<file path="src/rtl/cc_alu_pkg.sv">
package cc_alu_pkg;

  typedef enum logic [3:0] {
    OP_AND   = 4'd0,
    OP_OR    = 4'd1,
    OP_XOR   = 4'd2,
    OP_ADD   = 4'd3,
    OP_ADDC  = 4'd4,
    OP_SUB   = 4'd5,
    OP_SUBC  = 4'd6,
    OP_RSUB  = 4'd7,
    OP_RSUBC = 4'd8,
    OP_SRL   = 4'd9,
    OP_SRA   = 4'd10,
    OP_SLL   = 4'd11
  } aluOp_e;

  typedef enum logic [1:0] {
    UNIT_NONE  = 2'd0,
    UNIT_LOGIC = 2'd1,
    UNIT_ARITH = 2'd2,
    UNIT_SHIFT = 2'd3
  } unitSel_e;

  typedef enum logic [1:0] {
    LOGIC_AND = 2'd0,
    LOGIC_OR  = 2'd1,
    LOGIC_XOR = 2'd2
  } logicFn_e;

  typedef enum logic [1:0] {
    SHIFT_RL = 2'd0,
    SHIFT_RA = 2'd1,
    SHIFT_LL = 2'd2
  } shiftFn_e;

  // Strobes from decode to the datapath
  typedef struct packed {
    unitSel_e unitSel;
    logicFn_e logicFn;
    shiftFn_e shiftFn;
    logic     swapOps;   // use B as the first addend / minuend
    logic     negateY;   // invert second operand and add one
    logic     addCarry;  // fold carryIn into the sum
    logic     legal;
  } aluCtrl_t;

  typedef struct packed {
    logic zero;
    logic neg;
    logic ovf;
    logic carry;
  } ccFlags_t;

endpackage

</file>
<file path="src/rtl/cc_alu_ctrl.sv">
module cc_alu_ctrl
  import cc_alu_pkg::*;
(
  input  logic [3:0] opSel,
  output aluCtrl_t   ctrl
);

  always_comb begin
    ctrl          = '0;
    ctrl.unitSel  = UNIT_NONE;
    ctrl.logicFn  = LOGIC_AND;
    ctrl.shiftFn  = SHIFT_RL;
    case (opSel)
      OP_AND:   begin ctrl.unitSel = UNIT_LOGIC; ctrl.logicFn = LOGIC_AND; ctrl.legal = 1'b1; end
      OP_OR:    begin ctrl.unitSel = UNIT_LOGIC; ctrl.logicFn = LOGIC_OR;  ctrl.legal = 1'b1; end
      OP_XOR:   begin ctrl.unitSel = UNIT_LOGIC; ctrl.logicFn = LOGIC_XOR; ctrl.legal = 1'b1; end
      OP_ADD:   begin ctrl.unitSel = UNIT_ARITH; ctrl.legal = 1'b1; end
      OP_ADDC:  begin ctrl.unitSel = UNIT_ARITH; ctrl.addCarry = 1'b1; ctrl.legal = 1'b1; end
      OP_SUB:   begin ctrl.unitSel = UNIT_ARITH; ctrl.negateY = 1'b1; ctrl.legal = 1'b1; end
      OP_SUBC:  begin
        ctrl.unitSel = UNIT_ARITH; ctrl.negateY = 1'b1; ctrl.addCarry = 1'b1; ctrl.legal = 1'b1;
      end
      OP_RSUB:  begin
        ctrl.unitSel = UNIT_ARITH; ctrl.swapOps = 1'b1; ctrl.negateY = 1'b1; ctrl.legal = 1'b1;
      end
      OP_RSUBC: begin
        ctrl.unitSel = UNIT_ARITH; ctrl.swapOps = 1'b1; ctrl.negateY = 1'b1;
        ctrl.addCarry = 1'b1; ctrl.legal = 1'b1;
      end
      OP_SRL:   begin ctrl.unitSel = UNIT_SHIFT; ctrl.shiftFn = SHIFT_RL; ctrl.legal = 1'b1; end
      OP_SRA:   begin ctrl.unitSel = UNIT_SHIFT; ctrl.shiftFn = SHIFT_RA; ctrl.legal = 1'b1; end
      OP_SLL:   begin ctrl.unitSel = UNIT_SHIFT; ctrl.shiftFn = SHIFT_LL; ctrl.legal = 1'b1; end
      default:  ctrl.legal = 1'b0;
    endcase
  end

endmodule

</file>
<file path="src/rtl/cc_alu_shift.sv">
module cc_alu_shift
  import cc_alu_pkg::*;
#(
  parameter int WIDTH = 32,
  localparam int SHW = $clog2(WIDTH)
) (
  input  logic [WIDTH-1:0] value,
  input  logic [SHW-1:0]   amount,
  input  shiftFn_e         shiftFn,
  output logic [WIDTH-1:0] shifted
);

  function automatic logic [WIDTH-1:0] bitRev(input logic [WIDTH-1:0] x);
    logic [WIDTH-1:0] r;
    for (int i = 0; i < WIDTH; i++) r[i] = x[WIDTH-1-i];
    return r;
  endfunction

  logic             isLeft;
  logic             fillBit;
  logic [WIDTH-1:0] stage [SHW+1];

  assign isLeft   = (shiftFn == SHIFT_LL);
  assign fillBit  = (shiftFn == SHIFT_RA) ? value[WIDTH-1] : 1'b0;
  // Left shift reuses the right shifter on the bit-reversed word
  assign stage[0] = isLeft ? bitRev(value) : value;

  for (genvar gi = 0; gi < SHW; gi++) begin : g_stage
    localparam int STEP = 1 << gi;
    assign stage[gi+1] = amount[gi] ? {{STEP{fillBit}}, stage[gi][WIDTH-1:STEP]} : stage[gi];
  end

  assign shifted = isLeft ? bitRev(stage[SHW]) : stage[SHW];

endmodule

</file>
<file path="src/rtl/cc_alu_dp.sv">
module cc_alu_dp
  import cc_alu_pkg::*;
#(
  parameter int WIDTH = 32,
  localparam int SHW = $clog2(WIDTH)
) (
  input  logic [WIDTH-1:0] opA,
  input  logic [WIDTH-1:0] opB,
  input  logic             carryIn,
  input  aluCtrl_t         ctrl,
  output logic [WIDTH-1:0] result,
  output ccFlags_t         nextFlags
);

  logic [WIDTH-1:0] xOp, yOp, yEff;
  logic [1:0]       incr;
  logic [WIDTH+1:0] uSum;
  logic [1:0]       sTop;
  logic             arithOvf, arithCarry;
  logic [WIDTH-1:0] logicRes, shiftRes;

  // One shared adder: swap for reverse forms, invert plus one for subtraction
  assign xOp  = ctrl.swapOps ? opB : opA;
  assign yOp  = ctrl.swapOps ? opA : opB;
  assign yEff = ctrl.negateY ? ~yOp : yOp;
  assign incr = {1'b0, ctrl.negateY} + {1'b0, ctrl.addCarry & carryIn};
  assign uSum = {2'b00, xOp} + {2'b00, yEff} + {{WIDTH{1'b0}}, incr};

  // Top two bits of the sign-extended sum, built from the unsigned carry-out
  assign sTop = {2{xOp[WIDTH-1]}} + {2{yEff[WIDTH-1]}} + uSum[WIDTH+1:WIDTH];

  assign arithCarry = |uSum[WIDTH+1:WIDTH];
  assign arithOvf   = !(((sTop == 2'b00) && !uSum[WIDTH-1]) ||
                        ((sTop == 2'b11) &&  uSum[WIDTH-1]));

  always_comb begin
    case (ctrl.logicFn)
      LOGIC_OR:  logicRes = opA | opB;
      LOGIC_XOR: logicRes = opA ^ opB;
      default:   logicRes = opA & opB;
    endcase
  end

  cc_alu_shift #(.WIDTH(WIDTH)) i_shift (
    .value   (opA),
    .amount  (opB[SHW-1:0]),
    .shiftFn (ctrl.shiftFn),
    .shifted (shiftRes)
  );

  always_comb begin
    nextFlags = '0;
    case (ctrl.unitSel)
      UNIT_LOGIC: result = logicRes;
      UNIT_ARITH: begin
        result          = uSum[WIDTH-1:0];
        nextFlags.ovf   = arithOvf;
        nextFlags.carry = arithCarry;
      end
      UNIT_SHIFT: result = shiftRes;
      default:    result = '0;
    endcase
    nextFlags.zero = (result == '0);
    nextFlags.neg  = result[WIDTH-1];
  end

endmodule

</file>
<file path="src/rtl/cc_alu_flags.sv">
module cc_alu_flags
  import cc_alu_pkg::*;
(
  input  logic     clk,
  input  logic     rstN,
  input  logic     load,
  input  ccFlags_t nextFlags,
  output ccFlags_t flags
);

  always_ff @(posedge clk or negedge rstN) begin
    if (!rstN)     flags <= '0;
    else if (load) flags <= nextFlags;
  end

endmodule

</file>
<file path="src/rtl/cc_alu.sv">
module cc_alu
  import cc_alu_pkg::*;
#(
  parameter int WIDTH = 32
) (
  input  logic             clk,
  input  logic             rstN,
  input  logic [WIDTH-1:0] opA,
  input  logic [WIDTH-1:0] opB,
  input  logic [3:0]       opSel,
  input  logic             carryIn,
  input  logic             setFlags,
  output logic [WIDTH-1:0] result,
  output logic             illegalOp,
  output logic             flagZero,
  output logic             flagNeg,
  output logic             flagOvf,
  output logic             flagCarry
);

  aluCtrl_t ctrl;
  ccFlags_t nextFlags, flags;

  cc_alu_ctrl i_ctrl (
    .opSel (opSel),
    .ctrl  (ctrl)
  );

  cc_alu_dp #(.WIDTH(WIDTH)) i_dp (
    .opA       (opA),
    .opB       (opB),
    .carryIn   (carryIn),
    .ctrl      (ctrl),
    .result    (result),
    .nextFlags (nextFlags)
  );

  cc_alu_flags i_flags (
    .clk       (clk),
    .rstN      (rstN),
    .load      (setFlags & ctrl.legal),
    .nextFlags (nextFlags),
    .flags     (flags)
  );

  assign illegalOp = !ctrl.legal;
  assign flagZero  = flags.zero;
  assign flagNeg   = flags.neg;
  assign flagOvf   = flags.ovf;
  assign flagCarry = flags.carry;

endmodule

</file>
<file path="config.mk">
export PLATFORM = sky130hd
export DESIGN_NAME = cc_alu
export DESIGN_NICKNAME = d
export VERILOG_FILES = /design/src/rtl/cc_alu_pkg.sv /design/src/rtl/cc_alu_ctrl.sv /design/src/rtl/cc_alu_shift.sv /design/src/rtl/cc_alu_dp.sv /design/src/rtl/cc_alu_flags.sv /design/src/rtl/cc_alu.sv
export SDC_FILE = /design/constraint.sdc
export NUM_CORES = 1
export LEC_CHECK = 0
export BUFFER_PORTS_ARGS = -buffer_cell sky130_fd_sc_hd__buf_4
export CORE_MARGIN = 3
export CORE_UTILIZATION = 40
export CTS_BUF_LIST = sky130_fd_sc_hd__clkbuf_8 sky130_fd_sc_hd__clkbuf_16
export CTS_CLUSTER_DIAMETER = 200
export DETAILED_ROUTE_END_ITERATION = 7
export GPL_ROUTABILITY_DRIVEN = 1
export PLACE_DENSITY_LB_ADDON = 0.05
export REMOVE_ABC_BUFFERS = 1
export SETUP_SLACK_MARGIN = 0.15
export SYNTH_ARGS = -nofsm -noshare
export SYNTH_HDL_FRONTEND = slang
export SYNTH_SLANG_ARGS = --single-unit
</file>
<file path="constraint.sdc">
create_clock -name clk -period 7.7 [get_ports clk]
set_input_delay 0.77 -clock clk [delete_from_list [all_inputs] [get_ports clk]]
set_output_delay 0.77 -clock clk [all_outputs]
set_load 0.05 [all_outputs]
</file>
* After elaboration in Yosys (flattened, before gate mapping)
Cells that the tools add are included.
** Cells by class
- Magnitude comparators :: 0
- Multiplexer cells :: 21
- Eq/ne operators :: 19
- Multipliers :: 0
- Divide/modulo/power cells :: 0
- Reductions and logical operators :: 17
- Shift operators :: 0
- Bitwise logic cells :: 6
- $add $sub $neg :: 5
** Operator list (number)
- 2-to-1 mux 32 bit :: 10
- one-hot mux 32 bit (3 select lines) :: 1
- one-hot mux 32 bit (2 select lines) :: 1
- adder 34 x 2 -> 34 bit :: 1
- adder 32 x 32 -> 33 bit :: 1
- AND 32 bit :: 1
- logical NOT 32 bit :: 1
- NOT 32 bit :: 1
- OR 32 bit :: 1
- bitwise XOR 32 bit :: 1
- equality test 4 x 3 -> 1 bit (second input constant) :: 4
- equality test 4 bit (second input constant) :: 4
- OR reduction 12 bit :: 1
- equality test 2 bit (second input constant) :: 5
- OR reduction 3 bit :: 3
- equality test 4 x 2 -> 1 bit (second input constant) :: 2
- one-hot mux 2 bit (2 select lines) :: 2
- equality test 2 x 1 -> 1 bit (second input constant) :: 3
- one-hot mux 2 bit (3 select lines) :: 1
- OR reduction 6 bit :: 1
- 2-to-1 mux 1 bit :: 5
- adder 1 x 1 -> 2 bit :: 2
- equality test 4 x 1 -> 1 bit (second input constant) :: 1
- logical NOT 4 bit :: 1
- other kinds (9) :: 14
** Storage, ports and cells
- Register bits :: 4
- Logic and storage cells :: 72
- Bits in read-only memories :: 0
- Input port bits :: 72
- Bits in latches :: 0
- Bits in writable memories :: 0
- Output and inout port bits :: 37
- Memories :: 0

* Logic depth before layout (Yosys ltp)
Gate-level depths: netlist (run 1).
- Word-level depth :: 14
- Mapped depth :: 26
- Mapped depth without buffers :: 22

* By module
Synthesis (run 1) repeated with hierarchy kept, for this count alone.
** Second synthesis, totals
- Cells, all modules :: 1226
- Area, all modules :: 9145.0 um2
** Modules (own cells, without submodules)
- cc_alu_dp :: sequential area each 0.0 um2, cells each 799, area each 5639.2 um2, times used 1
- cc_alu_shift :: sequential area each 0.0 um2, cells each 398, area each 3233.1 um2, times used 1
- cc_alu_flags :: sequential area each 100.1 um2, cells each 8, area each 145.1 um2, times used 1
- cc_alu_ctrl :: sequential area each 0.0 um2, cells each 19, area each 117.6 um2, times used 1
- cc_alu :: sequential area each 0.0 um2, cells each 2, area each 10.0 um2, times used 1

* Least setup slack after synthesis (run 1)
No wires, ideal clock.
- Path kind :: input port to output port
- From :: input port opSel[2]
- To :: output port result[28]
- Stages on the path :: 20
- Required time :: 6.930 ns
- Buffers on the path :: 5
- Arrival time :: 6.921 ns
- Path slack :: 0.009 ns
- Cells stage by stage :: clkbuf_2 or4b_1 o21ai_0 clkbuf_1 clkbuf_1 clkbuf_1 o21ai_0 ha_1 fa_1 a21oi_1 o22ai_2 or3_4 a32oi_2 or4b_1 buf_2 or3_2 nor4_1 nand2_1 xor2_1 o21ai_0
** On the way
- Longest elaborated chain between the ends :: 11
- Elaborated cells on any way between the ends :: 49
- Those cells by class :: add/sub (3); eq/ne (18); mux (19); bitwise (2); reduce/logical (7)
** Ends and longest elaborated chain
- start: declaration :: RTL line cc_alu.sv:10 : input logic [3:0] opSel,
- parallel branches: the longest is 10 deep, another holds adder 34 x 2 -> 34 bit
- one-hot mux 32 bit (3 select lines) (*) :: RTL line cc_alu_dp.sv:53 : case (ctrl.unitSel)
- end: declaration :: RTL line cc_alu.sv:13 : output logic [WIDTH-1:0] result,
Every way passes the cells marked *.

* Final worst setup path (run 1)
- From :: input port opSel[1]
- To :: output port result[26]
Same word-level chain as after synthesis.

==> run_results.csv, run 1 <==
group,metric,value,unit
floorplan,die-height,161,um
timing,timing_hold_violations_final,0,
worst_setup_path,crit_path_start_kind,"input port",
synth,ys_async_sr_fraction,1.00,
worst_setup_path,reg2regPathDepth,1,
floorplan,top_level_ports,109,
synth,yosys-mux-area-fraction,0.102,
synth,synth-edff-count,0,
worst_setup_path,path_depth,20,
finish,n_antenna_cell,0,
synth,post_synth_top_area_share,0.130,
worst_setup_path,timing.critical_path.slowest_cell_delay,0.71,ns
global_routing,met1_usage,0.489,
timing,period_minus_slack,7.18,ns
synth,synth_commonest_cells,"sky130_fd_sc_hd__nand2_1, sky130_fd_sc_hd__a21oi_1, sky130_fd_sc_hd__nor2_1",
clock_network,holdBufCountCts,0,
global_routing,grt_pass1_vias,10812,
placement,portBuffers,108,
synth,largest_family_of_logic_cells_by_synthesized_area,"compound AO/OA/AOI/OAI gates",
timing,grt_setup_unrepaired,"no",
worst_setup_path,critical_path.most_common_cell,"sky130_fd_sc_hd__buf_4",
global_routing,overflow,0,
worst_setup_path,critical_path_buf_inv_count,4,
global_routing,antenna_found_initial,2,
synth,synth_simple_gate_area_frac,0.270,
synth,netlist_area_before_placement,9640,um^2
global_routing,grt_max_degree,60,
finish,top_register,"i_flags.flags",
worst_setup_path,series_of_cell_instances_along_the_critical_path,"buf_4 -> or4b_1 -> o21ai_4 -> buf_12 -> nor2_1 -> a21oi_1 -> xnor2_1 -> ha_1 -> a21oi_1 -> o21ai_0 -> or2_2 -> o211a_1 -> or3b_2 -> or3_2 -> nor4_1 -> buf_4 -> nand2_1 -> xor2_1 -> o221ai_1 -> buf_4",
worst_setup_path,critical-path-top-delay-family,"simple AND/OR/NAND/NOR gates",
placement,place.gp.congestion,1.02,
finish,final_stage_net_count,1707,
synth,post_synth_inst_count,1477,
finish,fillerInstances,2559,
finish,number_of_flip_flops_under_the_largest_register_name,4,
clock_network,cts.repair.resized,0,
timing,timing.clock.skew,0,ns
drt,initialDrtViolationCount,1479,
flow_run,timing.max_cap.violations,0,
synth,compound_cell_area_share_of_the_yosys_netlist,0.338,
synth,synth-seq-area-share,0.0104,
floorplan,fp.dieArea,26000,um^2
power,power.clock.fraction,0.050,
worst_setup_path,setup.worst_path.class,"input port to primary output",
finish,ratio_of_cells_with_drive_above_1_in_the_final_layout,0.148,
clock_network,clk-insertion-delay-late,0.22,ns
synth,postSynthRegisterBits,4,
timing,slew-limit-headroom,0.385,
power,fraction_of_power_spent_switching_nets,0.621,
worst_setup_path,crit_slowest_cell,"sky130_fd_sc_hd__or4b_1",
synth,synth_flop_cell,"sky130_fd_sc_hd__dfrtp_1",
floorplan,row_count,56,
floorplan,initial_core_util,0.408,
placement,dp_hpwl,36.6,mm
power,seq_power_share,0.017,
clock_network,total_clock_buffers_created_by_cts,3,
power,internal_power,0.000597,W
global_routing,groute.usage.overall,0.337,
drt,antenna_violation_net_count_after_detailed_routing,0,
synth,synth_most_common_cell,"sky130_fd_sc_hd__nand2_1",
finish,multi_input_comb_area,8810,um^2
power,comb_power_share,0.932,
power,irDropWorstVdd,0.000107,V
finish,fin_util,0.461,
floorplan,area_inside_the_core_boundary,23600,um^2
power,netSwitchingPower,0.000976,W
clock_network,h_tree_depth_reported_by_cts,1,
global_routing,grt_use_met3,0.0454,
power,post-layout-total-power,0.00157,W
timing,timing_worst_slew_pin_value,0.915,ns
drt,detail_route.vias_per_cell,6.51,
clock_network,cts_max_path_buffers,2,
global_routing,grt_pass1_wl,68.4,mm
timing,fin_hold_ws,0.338,ns
drt,detailroute.via_count,12050,
synth,avg_synthesized_cell_area,6.53,um^2
synth,post_synth_xor_area_fraction,0.0652,
finish,syn_to_final_growth,12.8,%
finish,final-seq-area,100,um^2
timing,setup-tns-final,0,ns
drt,drtPass1Iterations,6,
drt,route.final.wire_length,46.0,mm
timing,fmax,139,MHz
drt,wl_per_cell,24.9,um
run_status,outcome,"finished, final reports clean",
synth,synthDominantAreaCellType,"sky130_fd_sc_hd__ha_1",
power,leakagePower,4.61,nW
synth,yosys_warnings,0,
finish,fin_cells,1850,
worst_setup_path,path_max_fanout,59,
timing,finalSetupViolations,0,
placement,dp_cells,1846,
global_routing,busiest_layer,"met2",
clock_network,worst_setup_hold_path_clk_slew,0.03,ns
finish,reg.largest.list,"i_flags.flags (4)",
timing,slew_viol_final,0,
synth,synthDistinctLibCells,95,
worst_setup_path,regToRegSetupSlack,6.95,ns
worst_setup_path,worstPathRequired,6.93,ns
synth,yosys.area_share.adder,0.134,
worst_setup_path,critical_path.endpoint_type,"primary output",
worst_setup_path,timing.critical_path.arrival,6.41,ns
floorplan,die_x_extent,161,um
power,p_per_area,145,nW/um^2
timing,min_period_over_period,0.933,
synth,synth.area.top_cells,"sky130_fd_sc_hd__ha_1, sky130_fd_sc_hd__nand2_1, sky130_fd_sc_hd__a21oi_1, sky130_fd_sc_hd__o21ai_0, sky130_fd_sc_hd__nor2_1",
clock_network,total_clock_sinks,4,
clock_network,cts-root-buf,"sky130_fd_sc_hd__clkbuf_16",
drt,count_of_unresolved_drc_violations_after_routing,0,
clock_network,cts_tree,"yes",
global_routing,use_met2,0.521,
min_path,holdCritPathClass,"input port to asynchronous set/reset pin",
clock_network,post_cts_buffers,0,
==> through the flow <==
stage / instance area (um^2) / setup WS [ns]
4_1_cts: 10900 / 0.472
3_5_place_dp: 10800 / 0.395
2_1_floorplan: 9240 / -5.76
3_3_place_gp: 10800 / 0.496
5_1_grt: 10900 / 0.151
6_report: 10900 / 0.516
==> layout by cell type (no fill, tap or decap), types with 30 or more instances in the layout <==
cell and n:
sky130_fd_sc_hd__a21oi_1 137, sky130_fd_sc_hd__nand2b_1 38, sky130_fd_sc_hd__xnor2_1 54, sky130_fd_sc_hd__nand2_1 187
sky130_fd_sc_hd__ha_1 99, sky130_fd_sc_hd__nor3_1 31, sky130_fd_sc_hd__o21ai_0 107, sky130_fd_sc_hd__nand3_1 30
sky130_fd_sc_hd__nor2_1 135, sky130_fd_sc_hd__buf_4 145, sky130_fd_sc_hd__inv_1 99, sky130_fd_sc_hd__mux2i_1 42
==> final cells by class <==
class | instances | area share
flip-flops and latches | 4 | 0.00920
clock buffers | 3 | 0.00690
multi-input cells | 1277 | 0.810
well taps | 319 | 0.0367
repair buffers | 146 | 0.102
inverters | 101 | 0.0349
==> kinds of logic after synthesis <==
family	Yosys count
xor+xnor	70
mux	76
buf+inv	197
fa+ha+maj	102
simple gates	534
flops	4
compound gates	494
==> power by group through the flow <==
stage	clock [W]	sequential, W	combinational, W
after floorplan	0	0.0000416	0.000955
final	0.0000792	0.0000272	0.00147
after detailed placement	0	0.0000277	0.00142
after CTS	0.0000804	0.0000275	0.00143
after global routing	0.0000825	0.0000278	0.00157
after global placement	0	0.0000276	0.00143
==> routing by layer <==
layer / wire (um) / part of all wire / vias to the layer above
met2: 19700 / 0.43 / 704
met4: 1620 / 0.035 / 2
li1: - / - / 5550
met5: 11 / 0.00024 / -
met1: 20300 / 0.44 / 5688
met3: 4340 / 0.094 / 106
==> worst paths after layout <==
check,from,endpoint
max,opSel[1],result[26]
min,rstN,i_flags.flags[3]$_DFFE_PN0P_
max reg2reg,i_flags.flags[2]$_DFFE_PN0P_,i_flags.flags[2]$_DFFE_PN0P_
min reg2reg,i_flags.flags[1]$_DFFE_PN0P_,i_flags.flags[1]$_DFFE_PN0P_
max in group asynchronous,rstN,i_flags.flags[0]$_DFFE_PN0P_
min in group clk,i_flags.flags[1]$_DFFE_PN0P_,i_flags.flags[1]$_DFFE_PN0P_
(Power assumes the default switching activity.)
==> inputs of run 2 (changes only) <==
MAX_ROUTING_LAYER = met4   (was unset)
==> run_results.csv, run 2 (synthesis gave the netlist of run 1 again) <==
group,metric,value,unit
run_status,outcome,"finished, final reports clean",
power,irDropWorstVdd,0.000112,V
floorplan,fp.dieArea,26000,um^2
power,p_per_area,145,nW/um^2
clock_network,cts.repair.resized,0,
worst_setup_path,timing.critical_path.arrival,6.39,ns
clock_network,cts_max_path_buffers,2,
worst_setup_path,worstPathRequired,6.93,ns
finish,final-seq-area,100,um^2
min_path,holdCritPathClass,"input port to asynchronous set/reset pin",
power,post-layout-total-power,0.00157,W
timing,fmax,140,MHz
clock_network,total_clock_sinks,4,
finish,top_register,"i_flags.flags",
finish,final_cell_mix,"sky130_fd_sc_hd__nand2_1, sky130_fd_sc_hd__buf_4, sky130_fd_sc_hd__a21oi_1",
timing,grt_setup_unrepaired,"no",
floorplan,die_x_extent,161,um
finish,number_of_flip_flops_under_the_largest_register_name,4,
placement,portBuffers,108,
worst_setup_path,regToRegSetupSlack,6.95,ns
timing,slew-limit-headroom,0.428,
power,netSwitchingPower,0.000977,W
drt,detail_route.vias_per_cell,6.48,
timing,slew_viol_final,0,
drt,antenna_violation_net_count_after_detailed_routing,0,
drt,drtPass1Iterations,6,
placement,dp_hpwl,36.7,mm
worst_setup_path,setup.worst_path.class,"input port to primary output",
clock_network,total_clock_buffers_created_by_cts,3,
global_routing,antenna_found_initial,0,
placement,place.gp.congestion,1.04,
global_routing,grt_pass1_wl,68.2,mm
clock_network,cts_tree,"yes",
drt,wl_per_cell,24.9,um
power,comb_power_share,0.931,
timing,period_minus_slack,7.16,ns
finish,most_common_cell_after_layout_fill_and_taps_aside,"sky130_fd_sc_hd__nand2_1",
clock_network,post_cts_buffers,0,
drt,detailroute.via_count,11961,
finish,reg.largest.list,"i_flags.flags (4)",
floorplan,row_count,56,
clock_network,holdBufCountCts,0,
drt,route.final.wire_length,45.9,mm
floorplan,initial_core_util,0.408,
power,seq_power_share,0.017,
timing,timing.clock.skew,0,ns
drt,count_of_unresolved_drc_violations_after_routing,0,
finish,ratio_of_cells_with_drive_above_1_in_the_final_layout,0.145,
worst_setup_path,path_max_fanout,60,
clock_network,h_tree_depth_reported_by_cts,1,
clock_network,cts-root-buf,"sky130_fd_sc_hd__clkbuf_16",
global_routing,overflow,0,
floorplan,die-height,161,um
power,power.clock.fraction,0.051,
finish,final_stage_net_count,1702,
finish,syn_to_final_growth,12.5,%
drt,initialDrtViolationCount,1522,
timing,timing_worst_slew_pin_value,0.858,ns
clock_network,worst_setup_hold_path_clk_slew,0.03,ns
power,fraction_of_power_spent_switching_nets,0.622,
global_routing,groute.usage.overall,0.348,
floorplan,area_inside_the_core_boundary,23600,um^2
worst_setup_path,crit_path_start_kind,"input port",
global_routing,grt_max_degree,61,
timing,timing_hold_violations_final,0,
timing,min_period_over_period,0.930,
flow_run,timing.max_cap.violations,0,
global_routing,grt_pass1_vias,10801,
floorplan,top_level_ports,109,
timing,finalSetupViolations,0,
power,internal_power,0.000594,W
clock_network,clk-insertion-delay-late,0.22,ns
power,leakagePower,4.58,nW
finish,fillerInstances,2554,
worst_setup_path,critical_path.endpoint_type,"primary output",
finish,multi_input_comb_area,8810,um^2
finish,n_antenna_cell,0,
timing,fin_hold_ws,0.335,ns
## run 2: cell count changes in the layout (fill, tap and decap cells not counted), sizes merged
cell,before,now
buf,146,142
o21ai,113,112
## run 2: worst paths after layout
path,cells past startpoint,endpoint,from
worst min register to register,2,i_flags.flags[3]$_DFFE_PN0P_,i_flags.flags[3]$_DFFE_PN0P_
worst max-delay path,19,result[31],opSel[1]
worst min-delay path,1,i_flags.flags[0]$_DFFE_PN0P_,rstN
worst max register to register,1,i_flags.flags[2]$_DFFE_PN0P_,i_flags.flags[2]$_DFFE_PN0P_
min in group clk,2,i_flags.flags[3]$_DFFE_PN0P_,i_flags.flags[3]$_DFFE_PN0P_
max in group asynchronous,1,i_flags.flags[2]$_DFFE_PN0P_,rstN
## run 2: worst max-delay path, cell delays in order
cell	delay, ns
sky130_fd_sc_hd__buf_4	0.16
sky130_fd_sc_hd__or4b_1	0.68
sky130_fd_sc_hd__o21ai_4	0.24
sky130_fd_sc_hd__buf_12	0.30
sky130_fd_sc_hd__nor2_1	0.07
sky130_fd_sc_hd__a21oi_1	0.15
sky130_fd_sc_hd__xnor2_1	0.09
sky130_fd_sc_hd__ha_1	0.39
sky130_fd_sc_hd__nand2_1	0.11
sky130_fd_sc_hd__o31ai_4	0.53
sky130_fd_sc_hd__a21oi_1	0.26
sky130_fd_sc_hd__and3_1	0.30
sky130_fd_sc_hd__or4b_2	0.63
sky130_fd_sc_hd__or4_4	0.46
sky130_fd_sc_hd__nor4_4	0.28
sky130_fd_sc_hd__nand4_2	0.20
sky130_fd_sc_hd__xnor2_1	0.21
sky130_fd_sc_hd__o21ai_0	0.28
sky130_fd_sc_hd__buf_4	0.26
## run 2: area by class of cell
cell class	count	share of cell area
Multi-Input combinational cell	1276	0.813
Inverter	101	0.0350
Timing Repair Buffer	142	0.0995
Clock buffer	3	0.00692
Tap cell	319	0.0368
Sequential cell	4	0.00923
## run 2: per-layer routing
| layer | wire, um | part of all wire | GRT usage |
|---|---|---|---|
| met5 | 0 | 0 | - |
| met4 | 1950 | 0.043 | 0.121 |
| met1 | 20000 | 0.44 | 0.474 |
| met3 | 4570 | 0.10 | 0.0731 |
| met2 | 19400 | 0.42 | 0.512 |
## run 2: stage by stage
stage                util  TNS, ns  std cells  instance area (um^2)  setup WS [ns]
finish              0.459        0       1845                 10800          0.542
CTS                 0.458        0       1845                 10800          0.551
global route        0.459        0       1845                 10800          0.182
global placement    0.455        0       1842                 10700          0.495
floorplan               -  -159.58       1381                  9240          -5.76
detailed placement  0.455        0       1842                 10700          0.453
## run 2: power groups by stage
stage | logic, W | clock network (W) | registers (W)
3_3_place_gp | 0.00142 | 0 | 0.0000276
2_1_floorplan | 0.000955 | 0 | 0.0000416
4_1_cts | 0.00143 | 0.0000817 | 0.0000273
5_1_grt | 0.00157 | 0.0000828 | 0.0000276
3_5_place_dp | 0.00142 | 0 | 0.0000277
6_report | 0.00146 | 0.0000807 | 0.0000273
